--- src/rtl/flut_pkg.sv ---
`timescale 1ns/1ps
package flut_pkg;

    // Output path choice held in each select bit of the chain
    typedef enum logic {
        PATH_COMB = 1'b0,
        PATH_REG  = 1'b1
    } path_e;

    // Number of outputs of the element (tap result and full result)
    localparam int unsigned FLUT_OUTS = 2;

endpackage

--- src/rtl/flut_cfg_chain.sv ---
`timescale 1ns/1ps
module flut_cfg_chain #(
    parameter int unsigned W = 18
) (
    input  logic         clk,
    input  logic         rst_n,     // used only to qualify checks; chain has no reset
    input  logic         cfg_en,
    input  logic         cfg_din,
    output logic [W-1:0] cfg_q,
    output logic         cfg_dout
);

    always_ff @(posedge clk) begin
        if (cfg_en) begin
            cfg_q <= {cfg_q[W-2:0], cfg_din};
        end
    end

    assign cfg_dout = cfg_q[W-1];

    // Next bit out after a shift is the one previously just below the top
    assert_dout_walk_R4: assert property (@(posedge clk) disable iff (!rst_n)
        cfg_en |=> cfg_dout == $past(cfg_q[W-2]));

    // No shift, no change
    assert_cfg_hold_R4: assert property (@(posedge clk) disable iff (!rst_n)
        !cfg_en |=> $stable(cfg_q));

endmodule

--- src/rtl/flut_tree.sv ---
`timescale 1ns/1ps
module flut_tree #(
    parameter int unsigned K = 4
) (
    input  logic [(1<<K)-1:0] truth,
    input  logic [K-1:0]      sel_in,
    output logic              tap_o,
    output logic              full_o
);

    // Level l holds 2**(K-l) nodes; level 0 is the table itself
    for (genvar l = 0; l <= K; l++) begin : g_lvl
        logic [(1<<(K-l))-1:0] node;
        if (l == 0) begin : g_leaf
            assign node = truth;
        end else begin : g_mux
            for (genvar n = 0; n < (1<<(K-l)); n++) begin : g_node
                assign node[n] = sel_in[l-1] ? g_lvl[l-1].node[2*n+1]
                                             : g_lvl[l-1].node[2*n];
            end
        end
    end

    // Lower half of the tree, before the top-input stage
    assign tap_o  = g_lvl[K-1].node[0];
    assign full_o = g_lvl[K].node[0];

endmodule

--- src/rtl/flut_out_slot.sv ---
`timescale 1ns/1ps
module flut_out_slot
    import flut_pkg::*;
(
    input  logic  clk,
    input  logic  rst_n,
    input  logic  fn_d,
    input  path_e path,
    output logic  y
);

    logic ff_q;

    always_ff @(posedge clk or negedge rst_n) begin
        if (!rst_n) begin
            ff_q <= 1'b0;
        end else begin
            ff_q <= fn_d;
        end
    end

    always_comb begin
        unique case (path)
            PATH_COMB: y = fn_d;
            PATH_REG:  y = ff_q;
            default:   y = fn_d;
        endcase
    end

    // Registered path lags the function by exactly one edge
    assert_reg_latency_R5: assert property (@(posedge clk) disable iff (!rst_n)
        1'b1 |=> (path != PATH_REG) || (y == $past(fn_d)));

    // Flip-flop is clear whenever reset is seen low at an edge
    always @(posedge clk) begin
        if (!rst_n) begin
            assert_reset_clear_R7: assert (ff_q == 1'b0);
        end
    end

endmodule

--- src/rtl/flut_cell.sv ---
`timescale 1ns/1ps
module flut_cell
    import flut_pkg::*;
#(
    parameter int unsigned K = 4
) (
    input  logic         clk,
    input  logic         rst_n,
    input  logic         cfg_en,
    input  logic         cfg_din,
    output logic         cfg_dout,
    input  logic [K-1:0] lut_in,
    output logic [1:0]   y
);

    localparam int unsigned TBL   = 1 << K;
    localparam int unsigned CHAIN = TBL + FLUT_OUTS;

    logic [CHAIN-1:0] cfg_q;
    logic [TBL-1:0]   truth;
    logic [1:0]       fn;

    flut_cfg_chain #(.W(CHAIN)) u_chain (
        .clk      (clk),
        .rst_n    (rst_n),
        .cfg_en   (cfg_en),
        .cfg_din  (cfg_din),
        .cfg_q    (cfg_q),
        .cfg_dout (cfg_dout)
    );

    // Table occupies the upper chain bits; select bits sit at the bottom
    assign truth = cfg_q[CHAIN-1:FLUT_OUTS];

    flut_tree #(.K(K)) u_tree (
        .truth  (truth),
        .sel_in (lut_in),
        .tap_o  (fn[0]),
        .full_o (fn[1])
    );

    for (genvar i = 0; i < FLUT_OUTS; i++) begin : g_slot
        flut_out_slot u_slot (
            .clk   (clk),
            .rst_n (rst_n),
            .fn_d  (fn[i]),
            .path  (path_e'(cfg_q[i])),
            .y     (y[i])
        );
    end

    // Combinational full output matches a direct table lookup
    assert_comb_full_R1: assert property (@(posedge clk) disable iff (!rst_n)
        !cfg_q[1] |-> y[1] == truth[lut_in]);

    // With the top input low, the tap and the root agree
    assert_tap_halfway_R2: assert property (@(posedge clk) disable iff (!rst_n)
        !lut_in[K-1] |-> fn[0] == fn[1]);

endmodule

--- config.mk ---
export PLATFORM = sky130hd
export DESIGN_NAME = flut_cell
export DESIGN_NICKNAME = d
export VERILOG_FILES = /design/src/rtl/flut_pkg.sv /design/src/rtl/flut_cfg_chain.sv /design/src/rtl/flut_tree.sv /design/src/rtl/flut_out_slot.sv /design/src/rtl/flut_cell.sv
export SDC_FILE = /design/constraint.sdc
export NUM_CORES = 1
export LEC_CHECK = 0
export ABC_AREA = 0
export BUFFER_PORTS_ARGS = -buffer_cell sky130_fd_sc_hd__buf_2
export CAP_MARGIN = 30
export CORE_MARGIN = 1
export CORE_UTILIZATION = 53
export DETAILED_ROUTE_END_ITERATION = 12
export PLACE_DENSITY = 0.83
export SLEW_MARGIN = 20
export SYNTH_ARGS = -nofsm -noshare
export SYNTH_HDL_FRONTEND = slang
export SYNTH_SLANG_ARGS = --single-unit
--- constraint.sdc ---
create_clock -name clk -period 2 [get_ports clk]
set_input_delay 0.1 -clock clk [delete_from_list [all_inputs] [get_ports clk]]
set_output_delay 0.1 -clock clk [all_outputs]
set_load 0.05 [all_outputs]
Word-level counts from Yosys, hierarchy flattened. Cells that the tools add are included.

Register bits: 20. Input port bits: 8. Logic and storage cells: 22.

Muxes and demuxes: 17. Bitwise logic cells: 2.

Operators with widths (number): $mux W1 (15); $pmux W1 S2 (2); $not A1 Y1 (2).

Logic depth before layout (Yosys ltp). Gate-level depths: netlist (run 1).

Depth after elaboration: 5. Depth in mapped cells: 4. Depth with buffers taken out: 3.

Hierarchy. From an unflattened synthesis (run 1), not the netlist that was laid out.

Cells, all modules: 30. Area, all modules: 759.5 µm².

Modules (own cells, without submodules): flut_cfg_chain (times used 1, cells an instance 19, area an instance 548.0 µm², seq. area each 540.5 µm²); flut_tree (times used 1, cells an instance 7, area an instance 131.4 µm², seq. area each 0.0 µm²); flut_out_slot (times used 2, cells an instance 2, area an instance 40.0 µm², seq. area each 25.0 µm²).

Worst setup path after synthesis (run 1). No wires, ideal clock.

Kind: register to output. Start: reg u_chain.cfg_q[17]. End: out y[1]. Arrival: 1628 ps. Slack: 272 ps. Cell stages (with the launch flop): 5. Cells stage by stage: edfxtp_1 -> mux4_1 -> mux2i_1 -> o221ai_1 -> buf_4.

Cells in the longest elaborated chain, start to end: 5.

RTL lines: start: declaration (RTL line flut_cfg_chain.sv:9) `output logic [W-1:0] cfg_q,`; start signal: assignment (RTL line flut_cfg_chain.sv:15) `cfg_q <= {cfg_q[W-2:0], cfg_din};`; $mux W1 (4 in series) (RTL line flut_tree.sv:18) `assign node[n] = sel_in[l-1] ? g_lvl[l-1].node[2*n+1]`; $pmux W1 S2 (RTL line flut_out_slot.sv:23) `unique case (path)`; end: declaration (RTL line flut_cell.sv:13) `output logic [1:0] y`.

Every way passes these cells.

Worst setup path in the final report (run 1).
Start: reg u_chain.cfg_q[4]. End: out y[1].

The elaborated chain is that of the path after synthesis.

==> summary.txt, run 1 <==
Setup path
  • CP Class: flip-flop to primary output
  • Startpoint Class: flip-flop
  • Req. time, crit path: about 1900 ps
  • CP endpoint kind: primary output
  • CP max FO: 4
  • Critical Path AT: 1820 ps

Layout
  • Fill count: 93
  • N_diodes: 0
  • Multi-input logic area: 173 µm²
  • Layout cell share with drive strength beyond 1: 0.352
  • Sequential cell area: 591 µm²
  • Layout area overhead: 17.0%
  • Final nets: 63

STA
  • Max Clock Skew: 5.96 ps
  • Final setup margin: 82.9 ps
  • Worst-Margin Slew: approximately 370 ps
  • Min cycle time layout: approximately 1900 ps
  • Final setup viols: 0
  • Fmax achieved: 522 MHz
  • Period utilization: 0.959
  • Slew HR: 0.752
  • Fin. max-slew vios: 0
  • Post-Route Setup TNS: 0 ps
  • Final hold violation count: 0

Pwr
  • Clock share of power: 0.237
  • Sw frac: 0.227
  • Lkg Pwr: 0.358 nW
  • Power Internal: between 0.6 and 0.7 mW
  • Reg power frac: 0.637
  • Pwr/cell area: 858 nW/µm²
  • Max VDD drop: around 0.00045 V
  • Logic pwr share: 0.127
  • Net switching power: 0.178 mW
  • Pwr Total: 0.785 mW

CTS
  • CTS root buffer: clkbuf_4
  • Clock buffer depth: 2
  • Clock latency on the worst-skew pair: ~290 ps
  • Depth of the CTS H-tree: 1
  • TritonCTS Buffers: 3
  • CTS tree: done
  • Clk slew on worst S/H paths: 100 ps
  • CTS sink cnt: 20

Synth
  • Yosys reg bits: 20
  • Synthesized-area fraction occupied by adder cells: 0
  • Share of the synthesized area in the top cell type: 0.691
  • Syn Nets: 44
  • Post-synthesis instance total: 36
  • Post-Syn Area per Cell: 21.7 µm²
  • Post-Synth XOR/XNOR Area: 0
  • Synth Area in Simple Gates: 0.0256
  • Largest family of logic cells by synthesized area: multiplexers
  • Mapped Area: 782 µm²
  • Cell taking the most area after synthesis: edfxtp_1
  • Register area share after synthesis: 0.755
  • Synth warnings: 0
  • Post-synthesis compound-gate area fraction: 0.0176
  • Mux cell area share after synthesis: 0.178
  • Dominant cells by area after synthesis: edfxtp_1 (69%), mux4_1 (13%), dfrtp_1 (6.4%)
  • Synth cell types: 12

GRT
  • GRT Overall Usage: 0.159
  • Met2 global-route usage: 0.234
  • Gr ovfl total: 0
  • Met1 Usage GRT: 0.215
  • Busiest grt layer: met2
  • Met3 Track Usage GR: 0.0500
  • Vias in the first global route: 322
  • Initial antenna violation count: 0
  • Largest net degree at the start of global routing: 19
  • First-pass GRT wire length: 1480 µm

Drt
  • DRT antenna net count: 0
  • Starting DRT DRC Count: 13
  • Final wirelength: 1120 µm
  • 1st-pass router iterations: 4
  • Drt wl/cell: 16.2 µm
  • Via density: 5.75
  • # DRC: 0
  • DR vias: 397

Place
  • RD Place Congestion: 0.722
  • DP HPWL: 781 µm
  • Port Buf Inserts: 10
  • Dpl ws: 374 ps

Min path
  • Worst hold path class: input pin to flip-flop

Floorplanning
  • Chip Height: 40.4 µm
  • Initial core utilization: 0.586
  • DIE AREA: 1630 µm²
  • Core area: 1330 µm²
  • IO Count: 11
  • Die W: 40.4 µm
  • Std cell rows: 13

Run status
  • Status: finished, final reports clean

Run
  • Max Cap Violations: 0
## logic make-up after synthesis
kind of cell | after synthesis
and+or+nand+nor | 4
AOI/OAI and AO/OA | 2
DFF | 20
buffers and inverters | 3
muxes | 7
## power groups by stage
stage	Clock [mW]	Combinational [mW]	Sequential, mW
after detailed placement	0	0.0872	0.509
after global routing	0.206	0.107	0.503
after CTS	0.192	0.0901	0.500
final	0.186	0.0995	0.499
after global placement	0	0.0829	0.506
after floorplan	0	0.0632	0.506
## placed cells by master, fill, tap and decap left out
master         count
buf_2              9
buf_4              5
clkbuf_1           1
clkbuf_4           3
dfrtp_1            2
dlygate4sd3_1      2
edfxtp_1          18
inv_1              1
mux2i_1            2
mux2i_2            1
mux4_1             4
nand2_1            2
nand2b_1           1
o21ai_0            1
o221ai_1           1
or2_2              1
## path summary, 6_finish.rpt
kind                                              endpoint                  startpoint  slack, ps  cells past startpoint
hold / removal             g_slot[1].u_slot.ff_q$_DFF_PN0_                   lut_in[3]         40                      2
max in group asynchronous  g_slot[0].u_slot.ff_q$_DFF_PN0_                       rst_n       1790                      2
min in group asynchronous  g_slot[1].u_slot.ff_q$_DFF_PN0_                       rst_n        120                      2
setup / recovery                                      y[1]  u_chain.cfg_q[4]$_DFFE_PP_         80                      4
setup reg to reg           g_slot[0].u_slot.ff_q$_DFF_PN0_  u_chain.cfg_q[4]$_DFFE_PP_        550                      4
hold reg to reg                 u_chain.cfg_q[7]$_DFFE_PP_  u_chain.cfg_q[6]$_DFFE_PP_        450                      0
## metal layers
| metal | wire length [µm] | part of all wire |
|---|---|---|
| met4 | 18 | 0.016 |
| met2 | 566 | 0.51 |
| met1 | 477 | 0.43 |
| met5 | 0 | 0 |
| met3 | 57 | 0.051 |
## flip-flops by register name (all words and copies together), names as in the netlist
| signal | count |
|---|---|
| u_chain.cfg_q | 18 |
| g_slot.u_slot.ff_q | 2 |
## through the flow
| step | std cells | utilization | area [µm²] | hold WS (ps) |
|---|---|---|---|---|
| 2_1_floorplan | 36 | - | 782 | -196 |
| 3_3_place_gp | 59 | 0.627 | 836 | -117 |
| 3_5_place_dp | 59 | 0.627 | 836 | -108 |
| 4_1_cts | 65 | 0.661 | 882 | 51.3 |
| 5_1_grt | 69 | 0.686 | 915 | 37.3 |
| 6_report | 69 | 0.686 | 915 | 44.5 |
## worst max-delay path, stage by stage, from the launching register on
cell	delay, ps
edfxtp_1	420
mux4_1	520
mux2i_2	240
o221ai_1	140
buf_4	210
## cell usage after synthesis
cell and number:
or2_2 1, mux2i_1 2, mux4_1 4, edfxtp_1 18, mux2i_2 1, inv_1 1
o221ai_1 1, nand2b_1 1, buf_4 2, dfrtp_1 2, nand2_1 2, o21ai_0 1
## cell type report
type,count,area share
Multi-Input combinational cell,13,0.189
Inverter,1,0.00410
Tap cell,15,0.0205
Sequential cell,20,0.646
Timing Repair Buffer,16,0.112
Clock buffer,4,0.0287
## what timing repair did
item	CTS	global route
buffers inserted	0	4
resized for setup	0	2
hold buffers	2	0
endpoints found under the hold margin	3	0
setup endpoints to repair	0	1
(Power assumes the default switching activity.)
==> inputs of run 2 (changes only) <==
--- a/config.mk
+++ b/config.mk
@@ -10,6 +10,7 @@
 export CAP_MARGIN = 30
 export CORE_MARGIN = 1
 export CORE_UTILIZATION = 53
+export CTS_BUF_LIST = sky130_fd_sc_hd__clkbuf_2
 export DETAILED_ROUTE_END_ITERATION = 12
 export PLACE_DENSITY = 0.83
 export SLEW_MARGIN = 20
==> summary.txt, run 2 (same netlist as run 1, synthesis figures left out) <==
Layout
  • N_diodes: 0 (unchanged)
  • Post-route insts no fill: 75 (+8.7%)
  • Most common cell after layout, fill and taps aside: edfxtp_1
  • Most frequent cells in the layout: edfxtp_1 (18), buf_4 (11), buf_2 (9), clkbuf_2 (4), mux4_2 (3)
  • Largest Register: u_chain.cfg_q
  • Layout cell share with drive strength beyond 1: 0.483 (+0.131)
  • Layout area overhead: 20.5%
  • Final nets: 69 (+9.5%)
  • Fill count: 90 (-3.2%)
  • Max FFs per register: 18 (unchanged)
  • Largest regs: u_chain.cfg_q x18, g_slot.u_slot.ff_q x2

STA
  • Max Clock Skew: 2.35 ps (-3.61 ps)
  • Fmax achieved: 497 MHz (-4.6%)
  • Final setup viols: 1 (+1)
  • Final setup margin: -10.3 ps (-93.2 ps)
  • Worst hold margin: 27.6 ps (-16.9 ps)
  • Final hold violation count: 0 (unchanged)
  • Worst-Margin Slew: 379 ps (+6.62 ps)
  • Slew HR: 0.748 (-0.00441)
  • Period utilization: 1.01 (+0.0466)
  • Min cycle time layout: 2010 ps (+93.2 ps)
  • Fin. max-slew vios: 0 (unchanged)

Drt
  • Via density: 5.68 (-1.3%)
  • Drt wl/cell: 18.7 µm (+15%)
  • Final wirelength: 1400 µm (+25%)
  • Starting DRT DRC Count: 10 (-3)
  • DR vias: 426 (+7.3%)
  • # DRC: 0 (unchanged)
  • DRT antenna net count: 0 (unchanged)
  • 1st-pass router iterations: 4 (unchanged)

Floorplanning
  • Core area: 1330 µm² (unchanged)
  • Chip Height: 40.4 µm (unchanged)
  • Initial core utilization: 0.586 (unchanged)
  • IO Count: 11 (unchanged)
  • DIE AREA: 1630 µm² (unchanged)
  • Die W: 40.4 µm (unchanged)
  • Std cell rows: 13 (unchanged)

Setup path
  • CP endpoint kind: primary output
  • CP Class: flip-flop to primary output
  • Req. time, crit path: 1900 ps (about the same)
  • Critical Path AT: 1910 ps (+90 ps)
  • Startpoint Class: flip-flop
  • CP max FO: 4 (unchanged)

Pwr
  • Lkg Pwr: 0.376 nW (+5.0%)
  • Logic pwr share: 0.146 (+0.019)
  • Power Internal: 0.590 mW (-2.7%)
  • Max VDD drop: 0.000461 V (+1.8%)
  • Pwr/cell area: 824 nW/µm² (-3.9%)
  • Sw frac: 0.240 (+0.0128)
  • Clock share of power: 0.209 (-0.028)
  • Reg power frac: 0.646 (+0.009)
  • Net switching power: 0.186 mW (+4.5%)
  • Pwr Total: 0.776 mW (-1.0%)

Place
  • Port Buf Inserts: 10 (unchanged)
  • Placed Instances: 59 (unchanged)
  • Dpl ws: 374 ps (unchanged)
  • RD Place Congestion: 0.722 (unchanged)
  • DP HPWL: 781 µm (unchanged)

Min path
  • Worst hold path class: input pin to flip-flop

GRT
  • Gr ovfl total: 0 (unchanged)
  • Initial antenna violation count: 0 (unchanged)
  • Largest net degree at the start of global routing: 19 (unchanged)
  • Vias in the first global route: 322 (unchanged)
  • GRT Overall Usage: 0.159 (unchanged)
  • First-pass GRT wire length: 1480 µm (unchanged)

CTS
  • Depth of the CTS H-tree: 1 (unchanged)
  • CTS sink cnt: 20 (unchanged)
  • TritonCTS Buffers: 3 (unchanged)
  • CTS root buffer: clkbuf_2
  • Clock latency on the worst-skew pair: 300 ps (about the same)
  • CTS tree: done
  • Clock buffer depth: 2 (unchanged)
  • Clk slew on worst S/H paths: 160 ps (+60 ps)

Run status
  • Status: finished with violations
  • Failing checks: negative setup slack

Run
  • Max Cap Violations: 0 (unchanged)
## run 2: per-stage QoR
step / area, µm² / TNS (ps) / utilization
finish: 942 / -10.3 / 0.706
global route: 942 / -89.6 / 0.706
CTS: 876 / 0 / 0.657
detailed placement: 836 / 0 / 0.627
global placement: 836 / 0 / 0.627
floorplan: 782 / 0 / -
## run 2: what timing repair did
| action | CTS | global route |
|---|---|---|
| setup buffers | 0 | 10 |
| hold buffers | 2 | 0 |
| gates resized for setup | 0 | 5 |
| setup endpoints to repair | 0 | 2 |
| endpoints found under the hold margin | 3 | 0 |
## run 2: metal layers
metal  routed length, µm  track usage  vias to the layer above
li1                    -            -                      192
met1                 623        0.215                      217
met2                 708        0.234                       14
met3                  49       0.0500                        3
met4                  19       0.0750                        0
met5                   0            0                        -
## run 2: final timing paths
path	start	endpoint	slack [ps]	cells after the start
max in group asynchronous	rst_n	g_slot[0].u_slot.ff_q$_DFF_PN0_	1810	2
worst max register to register	u_chain.cfg_q[3]$_DFFE_PP_	g_slot[0].u_slot.ff_q$_DFF_PN0_	480	4
worst max-delay path	u_chain.cfg_q[3]$_DFFE_PP_	y[1]	-10	4
worst min register to register	u_chain.cfg_q[16]$_DFFE_PP_	u_chain.cfg_q[17]$_DFFE_PP_	470	0
worst min-delay path	lut_in[3]	g_slot[1].u_slot.ff_q$_DFF_PN0_	30	2
min in group asynchronous	rst_n	g_slot[1].u_slot.ff_q$_DFF_PN0_	100	2
## run 2: power groups by stage
stage | Combinational, mW | Sequential, mW | Clock (mW)
floorplan | 0.0632 | 0.506 | 0
global placement | 0.0829 | 0.506 | 0
detailed placement | 0.0872 | 0.509 | 0
CTS | 0.0901 | 0.500 | 0.166
global route | 0.120 | 0.504 | 0.179
finish | 0.113 | 0.501 | 0.162
## run 2: cell type report
cell class	instances	area [µm²]	share of cell area
flip-flops and latches	20	591	0.627
multi-input cells	13	161	0.171
inverters	1	3.75	0.00398
clock buffers	4	20.0	0.0212
well taps	15	18.8	0.0199
repair buffers	22	148	0.157
## run 2: worst max-delay path, cell delays in order, from the launching register on
cell,delay [ps]
edfxtp_1,450
mux4_1,560
mux2i_2,250
o221ai_1,150
buf_4,210
==> inputs of run 3 (changes only) <==
--- a/config.mk
+++ b/config.mk
@@ -8,11 +8,11 @@
 export ABC_AREA = 0
 export BUFFER_PORTS_ARGS = -buffer_cell sky130_fd_sc_hd__buf_2
 export CAP_MARGIN = 30
-export CORE_MARGIN = 1
-export CORE_UTILIZATION = 53
+export CORE_MARGIN = 1.5
+export CORE_UTILIZATION = 30
 export CTS_BUF_LIST = sky130_fd_sc_hd__clkbuf_2
 export DETAILED_ROUTE_END_ITERATION = 12
-export PLACE_DENSITY = 0.83
+export PLACE_DENSITY = 0.55
 export SLEW_MARGIN = 20
 export SYNTH_ARGS = -nofsm -noshare
 export SYNTH_HDL_FRONTEND = slang
==> summary.txt, run 3 (same netlist as run 1, synthesis figures left out) <==
STA
  • Max Clock Skew: 2.08 ps (-0.269 ps)
  • RSZ-0062 raised after global routing: no
  • Fin. max-slew vios: 0 (unchanged)
  • Slew HR: 0.734 (-0.0138)
  • Post-Route Setup TNS: 0 ps (+10.3 ps)
  • Final setup viols: 0 (-1)
  • Fmax achieved: 534 MHz (+7.3%)
  • Final hold violation count: 0 (unchanged)
  • Min cycle time layout: 1870 ps (-136 ps)
  • Worst-Margin Slew: 399 ps (+20.7 ps)
  • Period utilization: 0.937 (-0.0680)

Place
  • RD Place Congestion: 0.642 (-11%)
  • Port Buf Inserts: 10 (unchanged)
  • DP HPWL: 785 µm (+0.60%)

CTS
  • Clock latency on the worst-skew pair: 290 ps (about the same)
  • Clock buffer depth: 2 (unchanged)
  • CTS root buffer: clkbuf_2
  • Depth of the CTS H-tree: 1 (unchanged)
  • CTS sink cnt: 20 (unchanged)
  • TritonCTS Buffers: 3 (unchanged)
  • CTS tree: done
  • Clk slew on worst S/H paths: 170 ps (about the same)

Drt
  • DRT met1 WL: 596 µm (-4.3%)
  • Final wirelength: 1180 µm (-16%)
  • Top Metal Used: met4
  • 1st-pass router iterations: 4 (unchanged)
  • Met2 routed WL: 489 µm (-31%)
  • Starting DRT DRC Count: 8 (-2)
  • Via density: 4.55 (-20%)
  • Met3 Wirelength: 61 µm (+24%)
  • DRT antenna net count: 0 (unchanged)
  • # DRC: 0 (unchanged)
  • DR vias: 387 (-9.2%)
  • Drt wl/cell: 13.9 µm (-26%)

Pwr
  • Power Internal: 0.576 mW (-2.4%)
  • Sw frac: 0.237 (-0.00273)
  • Pwr/cell area: 817 nW/µm² (-0.89%)
  • Logic pwr share: 0.139 (-0.007)
  • Net switching power: 0.179 mW (-3.8%)
  • Max VDD drop: 0.000331 V (-28%)
  • Lkg Pwr: 0.349 nW (-7.2%)
  • Clock share of power: 0.201 (-0.008)
  • Reg power frac: 0.660 (+0.014)

Layout
  • Layout area overhead: 18.2%
  • Max FFs per register: 18 (unchanged)
  • Multi-input logic area: 161 µm² (unchanged)
  • Layout cell share with drive strength beyond 1: 0.400 (-0.0833)
  • Largest regs: u_chain.cfg_q x18, g_slot.u_slot.ff_q x2
  • Most frequent cells in the layout: edfxtp_1 (18), buf_2 (9), buf_4 (5)
  • Most common cell after layout, fill and taps aside: edfxtp_1
  • End-of-flow core utilization: 0.373 (-0.333)
  • Fill count: 245 (+170%)
  • Largest Register: u_chain.cfg_q
  • N_diodes: 0 (unchanged)
  • Sequential cell area: 591 µm² (unchanged)
  • Final nets: 64 (-7.2%)

GRT
  • Vias in the first global route: 346 (+7.5%)
  • First-pass GRT wire length: 1750 µm (+18%)
  • Largest net degree at the start of global routing: 19 (unchanged)
  • Gr ovfl total: 0 (unchanged)
  • Initial antenna violation count: 0 (unchanged)
  • GRT Overall Usage: 0.0945 (-0.0646)

Run
  • Max Cap Violations: 0 (unchanged)

Setup path
  • CP endpoint kind: primary output
  • Req. time, crit path: 1900 ps (about the same)
  • Critical Path AT: 1770 ps (-140 ps)
  • Startpoint Class: flip-flop
  • CP max FO: 2 (-2)
  • CP Class: flip-flop to primary output

Floorplanning
  • Initial core utilization: 0.316 (-0.271)
  • Chip Height: 54.1 µm (+34%)
  • Std cell rows: 18 (+5)
  • DIE AREA: 2920 µm² (+79%)
  • IO Count: 11 (unchanged)
  • Die W: 54.1 µm (+34%)
  • Core area: 2480 µm² (+86%)

Run status
  • Status: finished, final reports clean

Min path
  • Worst hold path class: input pin to asynchronous set/reset pin
## run 3: cell types whose count changed in the layout (fill, tap and decap cells not counted)
cell / previous run / this run
buf_4: 11 / 5
clkbuf_2: 4 / 3
clkinv_1: 0 / 1
dlygate4sd3_1: 2 / 3
## run 3: timing repair
item | 4_1_cts | 5_1_grt
gates resized for setup | 0 | 5
hold buffers | 3 | 0
endpoints found under the setup margin | 0 | 2
setup buffers | 0 | 4
endpoints found under the hold margin | 4 | 0
## run 3: path summary, 6_finish.rpt
path                                                        end                        start  slack [ps]  cells after the start
worst max-delay path                                       y[1]  u_chain.cfg_q[10]$_DFFE_PP_         130                      4
worst min-delay path            g_slot[1].u_slot.ff_q$_DFF_PN0_                        rst_n          90                      2
worst max register to register  g_slot[1].u_slot.ff_q$_DFF_PN0_   u_chain.cfg_q[4]$_DFFE_PP_         570                      4
worst min register to register      u_chain.cfg_q[16]$_DFFE_PP_  u_chain.cfg_q[15]$_DFFE_PP_         470                      0
max in group asynchronous       g_slot[0].u_slot.ff_q$_DFF_PN0_                        rst_n        1820                      2
min in group clk                g_slot[0].u_slot.ff_q$_DFF_PN0_                    lut_in[2]         210                      4
## run 3: power by group through the flow
stage                     sequential [mW]  combinational, mW  clock (mW)
after floorplan                     0.506             0.0632           0
after global placement              0.507             0.0871           0
after detailed placement            0.507             0.0877           0
after CTS                           0.498             0.0921       0.163
after global routing                0.503              0.113       0.181
final                               0.498              0.105       0.152
## run 3: cell type report
class	count	area share
clock buffer	3	0.0162
clock inverter	1	0.00406
inverter	1	0.00406
multi-input combinational	13	0.175
sequential	20	0.639
tap	30	0.0406
timing repair buffer	17	0.122
## run 3: layer usage
| metal | up-vias | GRT usage |
|---|---|---|
| li1 | 181 | - |
| met5 | - | 0 |
| met2 | 10 | 0.122 |
| met4 | 0 | 0.0750 |
| met3 | 4 | 0.0250 |
| met1 | 192 | 0.132 |
## run 3: worst max-delay path: stages, from the launching register on
cell,delay (ps)
edfxtp_1,440
mux4_2,490
mux2i_1,200
o221ai_1,150
buf_4,210
## run 3: stage by stage
stage | power [mW] | hold slack [ps] | instances | instance area (µm²) | setup slack [ps]
CTS | 0.754 | 64.5 | 81 | 903 | 13.8
global placement | 0.594 | -114 | 74 | 855 | 395
detailed placement | 0.595 | -113 | 74 | 855 | 395
global route | 0.797 | 51.5 | 85 | 925 | 0.820
finish | 0.755 | 94.5 | 85 | 925 | 126
floorplan | 0.570 | -196 | 36 | 782 | 272
